$ cat src/rtl/head_home_pkg.sv
package head_home_pkg;

    typedef enum logic [1:0] {
        SQ_IDLE,
        SQ_CHECK,
        SQ_WAIT
    } seq_state_e;

    typedef enum logic [1:0] {
        TM_IDLE,
        TM_HIGH,
        TM_GAP
    } tmr_state_e;

    localparam logic [7:0] SENSE_INVALID = 8'h80;

    // Status register 0: IC in 7:6, seek end in 5, equipment check in 4, unit in 1:0
    function automatic logic [7:0] build_st0(input logic failed, input logic [1:0] unit);
        logic [7:0] s;
        s      = '0;
        s[7:6] = failed ? 2'b01 : 2'b00;
        s[5]   = 1'b1;
        s[4]   = failed;
        s[1:0] = unit;
        return s;
    endfunction

endpackage

$ cat src/rtl/home_sync2.sv
module home_sync2 #(
    parameter logic RST_VAL = 1'b0
) (
    input  logic clk,
    input  logic rst_n,
    input  logic async_in,
    output logic sync_out
);

    typedef struct packed {
        logic meta;
        logic stable;
    } sync_reg_t;

    sync_reg_t sy_q, sy_d;

    always_comb begin
        sy_d.meta   = async_in;
        sy_d.stable = sy_q.meta;
    end

    always_ff @(posedge clk or negedge rst_n) begin
        if (!rst_n) begin
            sy_q <= '{meta: RST_VAL, stable: RST_VAL};
        end else begin
            sy_q <= sy_d;
        end
    end

    assign sync_out = sy_q.stable;

endmodule

$ cat src/rtl/home_step_timer.sv
module home_step_timer
    import head_home_pkg::*;
#(
    parameter int unsigned RATE_W    = 8,
    parameter int unsigned RATE_UNIT = 16,
    parameter int unsigned PULSE_CYC = 4
) (
    input  logic              clk,
    input  logic              rst_n,
    input  logic              go,
    input  logic [RATE_W-1:0] rate,
    output logic              step,
    output logic              done
);

    localparam int unsigned CNT_W = RATE_W + $clog2(RATE_UNIT) + 1;
    localparam int unsigned PW_W  = $clog2(PULSE_CYC + 1) + 1;

    typedef struct packed {
        tmr_state_e       st;
        logic [CNT_W-1:0] cnt;
        logic             done;
    } tmr_reg_t;

    tmr_reg_t tm_q, tm_d;

    logic [CNT_W-1:0] eff_rate;
    logic [CNT_W-1:0] gap_len;

    always_comb begin
        eff_rate = (rate == '0) ? CNT_W'(1) : CNT_W'(rate);
        gap_len  = eff_rate * CNT_W'(RATE_UNIT);
    end

    always_comb begin
        tm_d      = tm_q;
        tm_d.done = 1'b0;
        unique case (tm_q.st)
            TM_IDLE: begin
                if (go) begin
                    tm_d.st  = TM_HIGH;
                    tm_d.cnt = CNT_W'(PULSE_CYC - 1);
                end
            end
            TM_HIGH: begin
                if (tm_q.cnt == '0) begin
                    tm_d.st  = TM_GAP;
                    tm_d.cnt = gap_len - CNT_W'(1);
                end else begin
                    tm_d.cnt = tm_q.cnt - CNT_W'(1);
                end
            end
            TM_GAP: begin
                if (tm_q.cnt == '0) begin
                    tm_d.st   = TM_IDLE;
                    tm_d.done = 1'b1;
                end else begin
                    tm_d.cnt = tm_q.cnt - CNT_W'(1);
                end
            end
            default: tm_d.st = TM_IDLE;
        endcase
    end

    always_ff @(posedge clk or negedge rst_n) begin
        if (!rst_n) begin
            tm_q <= '{st: TM_IDLE, cnt: '0, done: 1'b0};
        end else begin
            tm_q <= tm_d;
        end
    end

    assign step = (tm_q.st == TM_HIGH);
    assign done = tm_q.done;

    // checker state: length of the current high phase
    logic [PW_W-1:0] hi_len_q;
    always_ff @(posedge clk or negedge rst_n) begin
        if (!rst_n) begin
            hi_len_q <= '0;
        end else if (step) begin
            hi_len_q <= hi_len_q + PW_W'(1);
        end else begin
            hi_len_q <= '0;
        end
    end

    AST_STEP_WIDTH: assert property (@(posedge clk) disable iff (!rst_n)
        $fell(step) |-> hi_len_q == PW_W'(PULSE_CYC));
    AST_GO_WHEN_IDLE: assert property (@(posedge clk) disable iff (!rst_n)
        go |-> (tm_q.st == TM_IDLE));
    AST_DONE_NOT_STEP: assert property (@(posedge clk) disable iff (!rst_n)
        done |-> !step);

endmodule

$ cat src/rtl/home_status.sv
module home_status
    import head_home_pkg::*;
#(
    parameter int unsigned NUM_DRIVES = 4,
    parameter int unsigned DRV_W      = 2,
    parameter int unsigned CYL_W      = 8
) (
    input  logic             clk,
    input  logic             rst_n,
    input  logic             start,
    input  logic [DRV_W-1:0] start_drv,
    input  logic             fin,
    input  logic             fin_fail,
    input  logic [DRV_W-1:0] fin_drv,
    input  logic             busy,
    input  logic             pcn_we,
    input  logic [DRV_W-1:0] pcn_wdrv,
    input  logic [CYL_W-1:0] pcn_wval,
    input  logic             sense_req,
    output logic             irq,
    output logic             sense_valid,
    output logic [7:0]       sense_byte,
    output logic             sense_last
);

    typedef struct packed {
        logic [NUM_DRIVES-1:0][CYL_W-1:0] pcn;
        logic                             irq;
        logic [7:0]                       st0;
        logic [DRV_W-1:0]                 sdrv;
        logic                             second;
        logic                             valid;
        logic [7:0]                       byte_o;
        logic                             last;
    } stat_reg_t;

    stat_reg_t ss_q, ss_d;

    always_comb begin
        ss_d       = ss_q;
        ss_d.valid = 1'b0;
        ss_d.last  = 1'b0;

        if (pcn_we) begin
            ss_d.pcn[pcn_wdrv] = pcn_wval;
        end
        if (start) begin
            ss_d.pcn[start_drv] = '0;
            ss_d.irq            = 1'b0;
        end
        if (fin) begin
            ss_d.irq  = 1'b1;
            ss_d.st0  = build_st0(fin_fail, 2'(fin_drv));
            ss_d.sdrv = fin_drv;
        end

        if (ss_q.second) begin
            ss_d.valid  = 1'b1;
            ss_d.byte_o = 8'(ss_q.pcn[ss_q.sdrv]);
            ss_d.last   = 1'b1;
            ss_d.second = 1'b0;
        end else if (sense_req) begin
            ss_d.valid = 1'b1;
            if (ss_q.irq && !busy && !start) begin
                ss_d.byte_o = ss_q.st0;
                ss_d.second = 1'b1;
                ss_d.irq    = 1'b0;
            end else begin
                ss_d.byte_o = SENSE_INVALID;
                ss_d.last   = 1'b1;
            end
        end
    end

    always_ff @(posedge clk or negedge rst_n) begin
        if (!rst_n) begin
            ss_q <= '0;
        end else begin
            ss_q <= ss_d;
        end
    end

    assign irq         = ss_q.irq;
    assign sense_valid = ss_q.valid;
    assign sense_byte  = ss_q.byte_o;
    assign sense_last  = ss_q.last;

    AST_SENSE_PAIR: assert property (@(posedge clk) disable iff (!rst_n)
        (sense_valid && !sense_last) |=> (sense_valid && sense_last));
    AST_SENSE_IRQ_CLEARED: assert property (@(posedge clk) disable iff (!rst_n)
        (sense_valid && !sense_last) |-> !irq);
    AST_LONE_BYTE_INVALID: assert property (@(posedge clk) disable iff (!rst_n)
        (sense_valid && sense_last && !$past(sense_valid && !sense_last))
            |-> sense_byte == SENSE_INVALID);
    AST_START_DROPS_IRQ: assert property (@(posedge clk) disable iff (!rst_n)
        (start && !fin) |=> !irq);

endmodule

$ cat src/rtl/head_home_seq.sv
module head_home_seq
    import head_home_pkg::*;
#(
    parameter int unsigned NUM_DRIVES = 4,
    parameter int unsigned RATE_W     = 8,
    parameter int unsigned RATE_UNIT  = 16,
    parameter int unsigned PULSE_CYC  = 4,
    parameter int unsigned MAX_STEPS  = 79,
    parameter int unsigned CYL_W      = 8,
    localparam int unsigned DRV_W     = $clog2(NUM_DRIVES)
) (
    input  logic              clk,
    input  logic              rst_n,
    input  logic              cmd_start,
    input  logic [DRV_W-1:0]  cmd_drive,
    input  logic [RATE_W-1:0] step_rate,
    input  logic              trk0_in,
    input  logic              pcn_we,
    input  logic [DRV_W-1:0]  pcn_wdrive,
    input  logic [CYL_W-1:0]  pcn_wval,
    input  logic              sense_req,
    output logic              step_out,
    output logic              dir_out,
    output logic              busy,
    output logic              irq,
    output logic              sense_valid,
    output logic [7:0]        sense_byte,
    output logic              sense_last
);

    localparam int unsigned SC_W = $clog2(MAX_STEPS + 1);

    typedef struct packed {
        seq_state_e       st;
        logic [DRV_W-1:0] drv;
        logic [SC_W-1:0]  cnt;
        logic             dir;
    } seq_reg_t;

    seq_reg_t sq_q, sq_d;

    logic trk0_s;
    logic tmr_go;
    logic tmr_done;
    logic start_ok;
    logic fin;
    logic fin_fail;

    home_sync2 #(.RST_VAL(1'b0)) u_trk0_sync (
        .clk     (clk),
        .rst_n   (rst_n),
        .async_in(trk0_in),
        .sync_out(trk0_s)
    );

    home_step_timer #(
        .RATE_W   (RATE_W),
        .RATE_UNIT(RATE_UNIT),
        .PULSE_CYC(PULSE_CYC)
    ) u_timer (
        .clk  (clk),
        .rst_n(rst_n),
        .go   (tmr_go),
        .rate (step_rate),
        .step (step_out),
        .done (tmr_done)
    );

    always_comb begin
        sq_d     = sq_q;
        tmr_go   = 1'b0;
        start_ok = 1'b0;
        fin      = 1'b0;
        fin_fail = 1'b0;
        unique case (sq_q.st)
            SQ_IDLE: begin
                if (cmd_start) begin
                    start_ok = 1'b1;
                    sq_d.st  = SQ_CHECK;
                    sq_d.drv = cmd_drive;
                    sq_d.cnt = '0;
                    sq_d.dir = 1'b0;
                end
            end
            SQ_CHECK: begin
                if (trk0_s) begin
                    fin      = 1'b1;
                    sq_d.st  = SQ_IDLE;
                    sq_d.dir = 1'b1;
                end else if (sq_q.cnt == SC_W'(MAX_STEPS)) begin
                    fin      = 1'b1;
                    fin_fail = 1'b1;
                    sq_d.st  = SQ_IDLE;
                    sq_d.dir = 1'b1;
                end else begin
                    tmr_go   = 1'b1;
                    sq_d.cnt = sq_q.cnt + SC_W'(1);
                    sq_d.st  = SQ_WAIT;
                end
            end
            SQ_WAIT: begin
                if (tmr_done) begin
                    sq_d.st = SQ_CHECK;
                end
            end
            default: sq_d.st = SQ_IDLE;
        endcase
    end

    always_ff @(posedge clk or negedge rst_n) begin
        if (!rst_n) begin
            sq_q <= '{st: SQ_IDLE, drv: '0, cnt: '0, dir: 1'b1};
        end else begin
            sq_q <= sq_d;
        end
    end

    assign busy    = (sq_q.st != SQ_IDLE);
    assign dir_out = sq_q.dir;

    home_status #(
        .NUM_DRIVES(NUM_DRIVES),
        .DRV_W     (DRV_W),
        .CYL_W     (CYL_W)
    ) u_status (
        .clk        (clk),
        .rst_n      (rst_n),
        .start      (start_ok),
        .start_drv  (cmd_drive),
        .fin        (fin),
        .fin_fail   (fin_fail),
        .fin_drv    (sq_q.drv),
        .busy       (busy),
        .pcn_we     (pcn_we),
        .pcn_wdrv   (pcn_wdrive),
        .pcn_wval   (pcn_wval),
        .sense_req  (sense_req),
        .irq        (irq),
        .sense_valid(sense_valid),
        .sense_byte (sense_byte),
        .sense_last (sense_last)
    );

    AST_DIR_LOW_BUSY: assert property (@(posedge clk) disable iff (!rst_n)
        busy |-> !dir_out);
    AST_NO_STEP_IDLE: assert property (@(posedge clk) disable iff (!rst_n)
        !busy |-> !step_out);
    AST_STEP_LIMIT: assert property (@(posedge clk) disable iff (!rst_n)
        sq_q.cnt <= SC_W'(MAX_STEPS));
    AST_IRQ_NOT_BUSY: assert property (@(posedge clk) disable iff (!rst_n)
        irq |-> !busy);
    AST_BUSY_START_IGNORED: assert property (@(posedge clk) disable iff (!rst_n)
        (busy && cmd_start && !fin) |=> (busy && $stable(sq_q.drv)));
    AST_START_GOES_BUSY: assert property (@(posedge clk) disable iff (!rst_n)
        (!busy && cmd_start) |=> (busy && !dir_out));

endmodule

$ cat config.mk
export PLATFORM = sky130hd
export DESIGN_NAME = head_home_seq
export DESIGN_NICKNAME = d
export VERILOG_FILES = /design/src/rtl/head_home_pkg.sv /design/src/rtl/home_sync2.sv /design/src/rtl/home_step_timer.sv /design/src/rtl/home_status.sv /design/src/rtl/head_home_seq.sv
export SDC_FILE = /design/constraint.sdc
export NUM_CORES = 1
export LEC_CHECK = 0
export BUFFER_PORTS_ARGS = -buffer_cell sky130_fd_sc_hd__buf_2
export CORE_UTILIZATION = 30
export DETAILED_ROUTE_END_ITERATION = 6
export PLACE_DENSITY = 0.48
export REMOVE_ABC_BUFFERS = 1
export SYNTH_ARGS = -nofsm -noshare
export SYNTH_HDL_FRONTEND = slang
export SYNTH_SLANG_ARGS = --single-unit
$ cat constraint.sdc
create_clock -name clk -period 2.7 [get_ports clk]
set_input_delay 0.54 -clock clk [delete_from_list [all_inputs] [get_ports clk]]
set_output_delay 0.54 -clock clk [all_outputs]
set_load 0.02 [all_outputs]
Yosys cells after proc, flatten, opt, wreduce, memory -nomap -nowiden
Index checks and enable logic that the tools add are counted.
Word-level totals
  register bits: 82
  input bits: 26
  output and inout port bits: 14
Operators by class
  add/sub/neg operators: 3
  magnitude comparators: 5
  equal/unequal tests: 14
  mux-type cells: 49
  bitwise logic cells: 2
  reduce and logical (&&, ||, !) cells: 20
Operators by type and width (number)
  two-way mux 8 bit: 5
  one-hot mux 13 bit (3 select lines): 1
  two-way mux 11 bit: 3
  two-way mux 33 bit: 1
  AND 32 bit: 1
  bitwise mux 32 bit: 1
  demux 8 bit (select 2 bit): 2
  two-way mux 32 bit: 1
  NOT 32 bit: 1
  two-way mux 13 bit: 2
  subtractor 13 x 1 -> 13 bit, second input constant: 2
  two-way mux 1 bit: 20
  binary-select mux 8 bit (select 2 bit): 1
  one-hot mux 8 bit (2 select lines): 1
  two-way mux 15 bit: 1
  two-way mux 7 bit: 2
  zero test 13 bit: 1
  two-way mux 12 bit: 1
  one-hot mux 2 bit (3 select lines): 2
  two-way mux 2 bit: 5
  inequality test 2 bit, second input constant: 5
  < comparator 2 x 3 -> 1 bit, second input constant: 3
  AND reduction 3 bit: 3
  zero test 8 bit: 1
  14 further kinds: 27

Logic depth before layout (Yosys ltp)
Gate-level depths: netlist of run 1.
  depth in word-level cells: 12
  depth in mapped cells: 9
  depth with buffers taken out: 9

By module
A second synthesis of run 1 with hierarchy kept.
Second synthesis, totals
  cells, all modules: 400
  area, all modules: 4250.3 um^2
Modules (own cells, without submodules)
  home_status: times used 1, cells each 188, area an instance 2259.7 um^2, sequential area each 1201.2 um^2
  home_step_timer: times used 1, cells each 147, area an instance 1276.2 um^2, sequential area each 400.4 um^2
  head_home_seq: times used 1, cells each 63, area an instance 664.4 um^2, sequential area each 301.5 um^2
  home_sync2: times used 1, cells each 2, area an instance 50.0 um^2, sequential area each 50.0 um^2

Least setup slack after synthesis of run 1
Ideal clock, no wire load.
  path kind: input to register
  from: input port step_rate[5]
  to: register u_timer.tm_q[11] (netlist bit)
  library setup time: 0.121 ns
  arrival time: 2.036 ns
  required time: 2.579 ns
  slack: 0.543 ns
  cell stages on the path: 9
  buffers on the path: 0
  path through: nor4_1 > a21o_1 > inv_1 > ha_1 > nor3b_1 > nand2_1 > xor2_1 > o22ai_1 > a22o_1
On the way
  cells in the longest elaborated chain, start to end: 5
Ends and longest elaborated chain
  start: declaration: RTL line head_home_seq.sv:16  | input logic [RATE_W-1:0] step_rate,
  zero test 8 bit: RTL line home_step_timer.sv:31  | eff_rate = (rate == '0) ? CNT_W'(1) : CNT_W'(rate);
  two-way mux 8 bit *: RTL line home_step_timer.sv:31
  subtractor 13 x 1 -> 13 bit *: RTL line home_step_timer.sv:48  | tm_d.cnt = gap_len - CNT_W'(1);
  two-way mux 13 bit *: RTL line home_step_timer.sv:46  | if (tm_q.cnt == '0) begin
  one-hot mux 13 bit (3 select lines) *: RTL line home_step_timer.sv:38  | unique case (tm_q.st)
  end signal: assignment: RTL line home_step_timer.sv:67  | tm_q <= '{st: TM_IDLE, cnt: '0, done: 1'b0};
  end signal: assignment: RTL line home_step_timer.sv:69  | tm_q <= tm_d;
  end: declaration: RTL line home_step_timer.sv:25  | tmr_reg_t tm_q, tm_d;
Mark *: on every way between the ends. The rest lies on a longest branch, timed or not.
A chain may end at the register's enable or synchronous reset.

Worst setup path in the final report of run 1
  from: register u_timer.tm_q[4] (netlist bit)
  to: register u_timer.tm_q[6] (netlist bit)
On the way
  cells in the longest elaborated chain, start to end: 3
  elaborated cells on any way between the ends: 7
  classes of those cells: add/sub: 1; eq/ne: 1; mux: 3; reduce/logical: 2
Ends and longest elaborated chain
  subtractor 13 x 1 -> 13 bit / zero test 13 bit (equally long branches)
  two-way mux 13 bit (tied with other cells): RTL line home_step_timer.sv:54  | if (tm_q.cnt == '0) begin
  one-hot mux 13 bit (3 select lines) / AND reduction 3 bit (equally long branches)
Several ways; a longest one is shown, not always the timed one. The select of a mux whose other input is x is not followed.

==> impl_metrics.ini, run 1 <==
[run_status]
outcome = complete, no violations

[routing]
vias_per_cell = 5.03
initialDrtViolationCount = 265
routed_wl_mm = 9.81
drt_pre_antenna_iters = 4
ant_nets = 0
vias = 2994
route.detailed.drc = 0
routedWlPerCell_um = 16.5

[floorplan]
fp.dieArea_um2 = 13900
rows = 41
die_h_um = 118
ioPinCount = 40
core_area_um2 = 12800
die_x_um = 118
floorplan.initialDensity_pct = 31.4

[synth]
synth-seq-area-share_pct = 48.6
yosysTopAreaCellShare_pct = 47.9
synthTopCellsByArea = dfrtp_1 (48%), mux2i_1 (8.5%), nor2_1 (5.0%)
yosysTopAreaCell = dfrtp_1
synth_area_um2 = 4020
netlist_instances = 382
synthArstFlopShare_pct = 100
synth_top_flop_cell = dfrtp_1
ys_warn_count = 0
ys_types = 60
synth.avg_cell_area_um2 = 10.5
yosys_register_bits = 78
synth_edf_count = 0

[cts]
post-cts-setup-buffers = 0
cts_tree = built
cts.sinks = 78
cts_root_buf = clkbuf_16
worstSkewPairLatency_ns = 0.33
hold_buffers = 0
cts_made_buffers = 9
h-tree-depth = 3
cts_resized = 0
max-clock-path-buffers = 2
cts.clk_slew.worst_paths_ns = 0.06

[place]
numPlacedInstances = 579
dpl.hpwl_mm = 6.83
place_congestion = 0.810
portBuffers = 39

[timing]
rsz0062_at_grt = no
fin_crit_sh_pct = 83.5
period_needed_ns = 2.25
slew_headroom_pct = 47.0
timing.fmax_ghz = 0.443
tightest_slew_ns = 0.793
fin_skew_ns = 0.00680
slew_viol_final = 0
finalSetupViolCount = 0
setup_tns_ns = 0
final-hold-violation-count = 0

[grt]
grt_pass1_vias = 2916
grt_antenna_before_repair = 0
grt_pass1_wl_mm = 16.1
grt_usage_pct = 14.8
grt_max_degree = 38
grt_overflow = 0

[job]
drv_cap = 0

[power]
intPower_mw = 2.67
peakVddDrop_mv = 0.324
powerDensity_nw_per_um2 = 888
p_leak_nw = 2.22
combPwrFrac_pct = 30.5
power_frac_seq_pct = 40.4
switching_power_mw = 1.47
p_clk_share_pct = 29.1
p_sw_share_pct = 35.5

[layout]
final_common_cell = dfrtp_1
diodes = 0
layout_common_cells = dfrtp_1 (77), nor2_1 (54), buf_2 (38)
final_nets = 452
drive_gt1_share_pct = 19.1
fin_cells = 595
area_delta_synth_final_pct = 16.1

[critical_path]
cp-start-kind = flop
critPathArrivalTime_ns = 2.47
crit_required_ns = 2.91
cp-end-kind = flop
path_class = flop to flop
cp_max_fo = 12

[hold_path]
min_path_type = primary input to async pin
-- flip-flops by register name (all words and copies together) (netlist names) --
signal                count
u_status.sense_byte       8
dir_out                   1
u_trk0_sync.sync_out      1
u_status.ss_q            37
u_trk0_sync.sy_d          1
u_timer.done              1
u_status.irq              1
u_timer.tm_q             15
u_status.sense_last       1
u_status.sense_valid      1
sq_q                     11
-- final cells by class --
class,count,area [um2]
Fill cell,1319,8160
Sequential cell,78,1950
Multi-Input combinational cell,266,1870
Timing Repair Buffer,49,273
Clock buffer,9,225
Tap cell,172,215
Clock inverter,7,73.8
Inverter,14,52.6
-- power by group through the flow --
stage	Sequential, mW	Combinational, mW	Clock (mW)
CTS	1.68	1.27	1.24
finish	1.67	1.26	1.21
global route	1.72	1.39	1.29
global placement	1.69	1.26	0
floorplan	1.67	0.846	0
detailed placement	1.69	1.26	0
-- stage by stage --
step                      util [%]  setup WS [ns]  cell area, um2  total power [mW]  hold slack [ns]
after detailed placement      34.1          0.415            4370              2.96            0.349
after CTS                     36.4          0.460            4670              4.19            0.182
final                         36.4          0.445            4670              4.15            0.161
after global placement        34.1          0.419            4370              2.94            0.348
after global routing          36.4          0.239            4670              4.40            0.202
after floorplan                  -          0.523            3880              2.52            0.244
-- metal layers --
metal  track usage (%)  wire, um  vias to the layer above
met5                 0         0                        -
met4              4.89       132                        0
met3              2.91       340                       10
met2              23.2      4570                       59
met1              20.5      4770                     1486
li1                  -         -                     1439
-- path summary, 6_finish.rpt --
kind / startpoint / endpoint / slack (ns) / cells after the start
worst max register to register: u_timer.tm_q[4] / u_timer.tm_q[6] / 0.45 / 5
min in group clk: trk0_in / u_trk0_sync.sy_d[0] / 0.32 / 1
worst min-delay path: rst_n / u_status.ss_q[42] / 0.16 / 1
max in group asynchronous: rst_n / u_status.ss_q[33] / 1.87 / 2
worst max-delay path: u_timer.tm_q[4] / u_timer.tm_q[6] / 0.45 / 5
worst min register to register: u_trk0_sync.sy_d[0] / u_trk0_sync.sync_out / 0.36 / 0
-- critical path, stage by stage, from the launching register on --
cell,delay (ns)
dfrtp_1,0.46
nor4_1,0.43
and4_1,0.29
a221o_1,0.48
nor2_2,0.18
a211o_1,0.29
-- Yosys cell counts (all sizes together) (2+ instances only) --
master,number
a211o,2
a21o,3
a21oi,10
a22o,10
a22oi,4
and2,2
buf,14
clkbuf,10
dfrtp,77
ha,8
inv,14
mux2,2
mux2i,34
mux4,8
nand2,32
nand3,11
nand3b,4
nand4,4
nor2,55
nor3,11
nor3b,3
nor4,5
o211ai,2
o21a,2
o21ai,10
o22a,2
o22ai,5
o32ai,3
or3,3
or4b,2
xnor2,7
xor2,2
-- logic make-up (layout without fill, tap and decap cells) --
family,Yosys count,count (layout),share of synthesized area (%)
AO/OA/AOI/OAI,64,64,11.7
XOR/XNOR,9,9,1.96
adder cells (fa/ha/maj),8,8,2.49
buffers and inverters,38,79,4.82
flip-flops,78,78,48.6
multiplexers,44,44,13.5
AND/OR/NAND/NOR,141,141,17.0
Note: power is estimated with default switching activity, not from simulation.
==> inputs of run 2 (changes only) <==
==> constraint.sdc (replaced) <==
create_clock -name clk -period 2.3 [get_ports clk]
set_input_delay 0.46 -clock clk [delete_from_list [all_inputs] [get_ports clk]]
set_output_delay 0.46 -clock clk [all_outputs]
set_load 0.02 [all_outputs]
==> run 2 against run 1 <==
Net effect:
- clock skew is 0.0056 ns higher
- die area stayed put
- register-to-register slack worse by 0.24 ns
- highest routed layer unchanged
- core utilization is 1.0 points higher
- non-clock buffer count is 12 higher
- worst setup slack worse by 0.24 ns
- sequential share of layout area is 1.1 points lower
- worst hold slack worse by 0.073 ns
- cell count is 2.0% higher
- clock-buffer cell count stayed put
- sequential power is 17% higher
- largest power group unchanged
- via count hardly changed
==> impl_metrics.ini, run 2 (synthesis gave the netlist of run 1 again) <==
[layout]
largest_reg_flops = 37
largest_registers = u_status.ss_q: 37 flops, u_timer.tm_q: 15 flops, sq_q: 11 flops
drive_gt1_share_pct = 21.8
final_nets = 464
area_delta_synth_final_pct = 19.3
diodes = 0
final_common_cell = dfrtp_1
largest_register = u_status.ss_q
fill_cells = 1317
fin_cells = 607
layout_common_cells = dfrtp_1 (77), nor2_1 (54), buf_2 (38)

[cts]
cts_made_buffers = 9
cts_root_buf = clkbuf_16
cts.sinks = 78
max-clock-path-buffers = 2
worstSkewPairLatency_ns = 0.33
cts.clk_slew.worst_paths_ns = 0.07
h-tree-depth = 3
cts_tree = built
post-cts-setup-buffers = 0

[timing]
final-hold-violation-count = 0
slew_viol_final = 0
rsz0062_at_grt = no
period_needed_ns = 2.09
slew_headroom_pct = 58.5
setup_tns_ns = 0
tightest_slew_ns = 0.621
timing.fmax_ghz = 0.478
fin_skew_ns = 0.0124
fin_crit_sh_pct = 91.0
finalSetupViolCount = 0

[critical_path]
critPathArrivalTime_ns = 2.30
crit_required_ns = 2.51
r2r_start = u_timer.tm_q[5]
cp-start-kind = flop
r2r-end = u_timer.tm_q[6]
reg2reg_slack_ns = 0.21
cp-end-kind = flop
reg2regPathDepth = 6
cp_max_fo = 8
path_class = flop to flop

[power]
peakVddDrop_mv = 0.409
p_leak_nw = 2.29
powerDensity_nw_per_um2 = 1050

[place]
place_congestion = 0.852
numPlacedInstances = 591
dpl.hpwl_mm = 6.70
portBuffers = 39

[floorplan]
die_h_um = 118
core_area_um2 = 12800
floorplan.initialDensity_pct = 31.4
ioPinCount = 40
rows = 41
die_x_um = 118
fp.dieArea_um2 = 13900

[grt]
grt_pass1_wl_mm = 16.3
grt_overflow = 0
grt_pass1_vias = 3078
grt_antenna_before_repair = 0
grt_max_degree = 43
grt_usage_pct = 15.0

[routing]
vias = 2995
initialDrtViolationCount = 175
ant_nets = 0
routedWlPerCell_um = 15.7
vias_per_cell = 4.93
routed_wl_mm = 9.55
drt_pre_antenna_iters = 4
route.detailed.drc = 0

[job]
drv_cap = 0

[hold_path]
min_path_type = primary input to async pin

[run_status]
outcome = complete, no violations
[run 2: worst max-delay path: stages, from the launching register on]
cell	delay, ns
dfrtp_1	0.43
nor4_1	0.46
and4_1	0.34
a221o_2	0.28
nor2_2	0.05
buf_4	0.16
a211o_1	0.25
[run 2: layer usage]
layer  share of wire (%)  vias up  GRT usage [%]
met1                  50     1457           21.0
met5                   0        -              0
met2                  45       72           22.9
li1                    -     1460              -
met4                 1.1        0           5.13
met3                 4.6        6           3.10
[run 2: worst max path at each step]
| stage | startpoint | depth (start not counted) | slack [ns] | endpoint |
|---|---|---|---|---|
| after global routing | u_timer.tm_q[1] | 8 | 0.07 | u_timer.tm_q[4] |
| after detailed placement | step_rate[4] | 10 | 0.11 | u_timer.tm_q[11] |
| after CTS | u_timer.tm_q[7] | 6 | 0.12 | u_timer.tm_q[6] |
| final | u_timer.tm_q[5] | 6 | 0.21 | u_timer.tm_q[6] |
| after global placement | step_rate[2] | 6 | 0.16 | u_timer.tm_q[12] |
| after floorplan | sq_q[1] | 6 | 0.12 | u_timer.tm_q[6] |
[run 2: cell type report]
class | instances | area, um2 | area share (%)
Timing Repair Buffer | 61 | 375 | 7.83
Multi-Input combinational cell | 266 | 1880 | 39.2
Inverter | 14 | 52.6 | 1.10
Tap cell | 172 | 215 | 4.49
Sequential cell | 78 | 1950 | 40.7
Clock inverter | 7 | 96.3 | 2.01
Clock buffer | 9 | 225 | 4.70
[run 2: power by group]
group          switching [mW]  internal [mW]
clock                   0.563          0.952
sequential              0.267           1.68
combinational           0.893          0.697
[run 2: repair_timing]
action / 4_1_cts / 5_1_grt
gates resized for setup: 0 / 2
endpoints found under the setup margin: 0 / 4
hold buffers: 0 / 0
[run 2: per-stage QoR]
step / area (um2) / utilization, % / hold slack (ns) / power (mW) / setup slack [ns]
after global placement: 4470 / 34.9 / 0.344 / 3.55 / 0.158
after detailed placement: 4470 / 34.9 / 0.345 / 3.58 / 0.114
after floorplan: 3880 / - / 0.164 / 2.95 / 0.123
final: 4800 / 37.4 / 0.0884 / 5.06 / 0.207
after global routing: 4800 / 37.4 / 0.116 / 5.41 / 0.0713
after CTS: 4790 / 37.4 / 0.0996 / 5.12 / 0.120
==> inputs of run 3 (changes only) <==
--- a/config.mk
+++ b/config.mk
@@ -6,6 +6,7 @@
 export NUM_CORES = 1
 export LEC_CHECK = 0
 export BUFFER_PORTS_ARGS = -buffer_cell sky130_fd_sc_hd__buf_2
+export CORE_ASPECT_RATIO = 1.5
 export CORE_UTILIZATION = 30
 export DETAILED_ROUTE_END_ITERATION = 6
 export PLACE_DENSITY = 0.48
==> run 3 against run 2 <==
Net effect:
- via count increased by 2.3%
- combinational power barely moved
- global-route usage grew 0.95 points
- wire length grew 5.1%
- cell count shrank 1.6%
- worst setup slack worse by 0.052 ns
- highest routed layer unchanged
==> impl_metrics.ini, run 3 (synthesis gave the netlist of run 1 again) <==
[critical_path]
crit_required_ns = 2.52
cp-start-kind = flop
cp_max_fo = 9
startpoint = u_timer.tm_q[1]
path_class = flop to flop
cp-end-kind = flop
r2r_start = u_timer.tm_q[1]
r2r-end = u_timer.tm_q[6]
reg2reg_slack_ns = 0.15
critPathArrivalTime_ns = 2.37
reg2regPathDepth = 8

[layout]
largest_reg_flops = 37
fill_cells = 1337
multi_input_area_um2 = 1870
diodes = 0
layout_common_cells = dfrtp_1 (77), nor2_1 (54), buf_2 (38)
largest_register = u_status.ss_q
largest_registers = u_status.ss_q: 37 flops, u_timer.tm_q: 15 flops, sq_q: 11 flops
regArea_um2 = 1950
drive_gt1_share_pct = 21.9
final_nets = 467
final_common_cell = dfrtp_1
area_delta_synth_final_pct = 19.0

[cts]
cts_made_buffers = 9
cts_root_buf = clkbuf_16
h-tree-depth = 3
hold_buffers = 0
worstSkewPairLatency_ns = 0.33
cts.sinks = 78
max-clock-path-buffers = 2
post-cts-setup-buffers = 0
cts_tree = built
cts_resized = 0
cts.clk_slew.worst_paths_ns = 0.06

[routing]
met2_length_mm = 5.40
initialDrtViolationCount = 110
routedWlPerCell_um = 16.8
routed_wl_mm = 10.0
wl_met3_um = 382
vias = 3063
maxUsedRoutingLayer = met4
drt_pre_antenna_iters = 4
vias_per_cell = 5.13
route.detailed.drc = 0
wl_met1_mm = 4.07
ant_nets = 0

[place]
dpl.hpwl_mm = 7.27
portBuffers = 39
place_congestion = 0.813

[power]
p_leak_nw = 2.29
finalPower_mw = 5.01
switching_power_mw = 1.74
p_sw_share_pct = 34.8
peakVddDrop_mv = 0.420
combPwrFrac_pct = 31.8
power_frac_seq_pct = 39.0
powerDensity_nw_per_um2 = 1050
intPower_mw = 3.26
p_clk_share_pct = 29.3

[run_status]
outcome = complete, no violations

[timing]
tightest_slew_ns = 0.623
slew_headroom_pct = 58.5
setup_tns_ns = 0
period_needed_ns = 2.15
final-hold-violation-count = 0
fin_skew_ns = 0.00519
timing.fmax_ghz = 0.466
slew_viol_final = 0
fin_crit_sh_pct = 93.3
finalSetupViolCount = 0
rsz0062_at_grt = no

[job]
drv_cap = 0

[grt]
grt_pass1_wl_mm = 16.5
grt_usage_pct = 15.9
grt_overflow = 0
grt_antenna_before_repair = 0
grt_pass1_vias = 3209
grt_max_degree = 36

[floorplan]
floorplan.initialDensity_pct = 30.9
fp.dieArea_um2 = 13900
die_h_um = 144
die_x_um = 96.5
core_area_um2 = 13000
ioPinCount = 40
rows = 51

[hold_path]
min_path_type = primary input to async pin
## run 3: per-layer routing
layer  up-vias  GRT usage (%)
li1       1473              -
met1      1520           18.3
met2        59           28.6
met3        11           3.65
met4         0           5.26
met5         -              0
## run 3: layout make-up
cell class	count	share of cell area [%]
multi-input cells	266	39.2
clock inverters	6	1.44
inverters	14	1.10
well taps	159	4.16
repair buffers	64	8.32
clock buffers	10	4.99
flip-flops and latches	78	40.8
## run 3: power by group through the flow
stage               Combinational, mW  Clock, mW  Sequential (mW)
CTS                              1.61       1.51             1.96
global placement                 1.60          0             1.96
detailed placement               1.61          0             1.98
global route                     1.77       1.56             2.00
finish                           1.59       1.46             1.95
floorplan                       0.993          0             1.96
## run 3: metrics by stage
stage	util, %	hold slack [ns]	setup slack (ns)	instance area [um2]	instances
3_5_place_dp	34.4	0.350	0.127	4480	581
3_3_place_gp	34.4	0.346	0.135	4480	581
4_1_cts	36.8	0.0672	0.169	4780	597
2_1_floorplan	-	0.164	0.123	3880	358
6_report	36.8	0.0617	0.155	4780	597
5_1_grt	36.8	0.0831	0.0563	4780	597
## run 3: worst max-delay path, stage by stage (launching register included)
cell and delay, ns:
dfrtp_1 0.41, inv_1 0.10, ha_1 0.22, nor2b_1 0.16, and4_1 0.21, a221o_1 0.37
buf_4 0.20, and2_1 0.16, a211o_1 0.21
## run 3: worst max-delay path by stage
stage	slack, ns	depth (start not counted)	endpoint
after global placement	0.13	10	u_timer.tm_q[11]
after detailed placement	0.13	10	u_timer.tm_q[11]
after floorplan	0.12	6	u_timer.tm_q[6]
final	0.15	8	u_timer.tm_q[6]
after global routing	0.06	9	u_timer.tm_q[1]
after CTS	0.17	8	u_timer.tm_q[6]
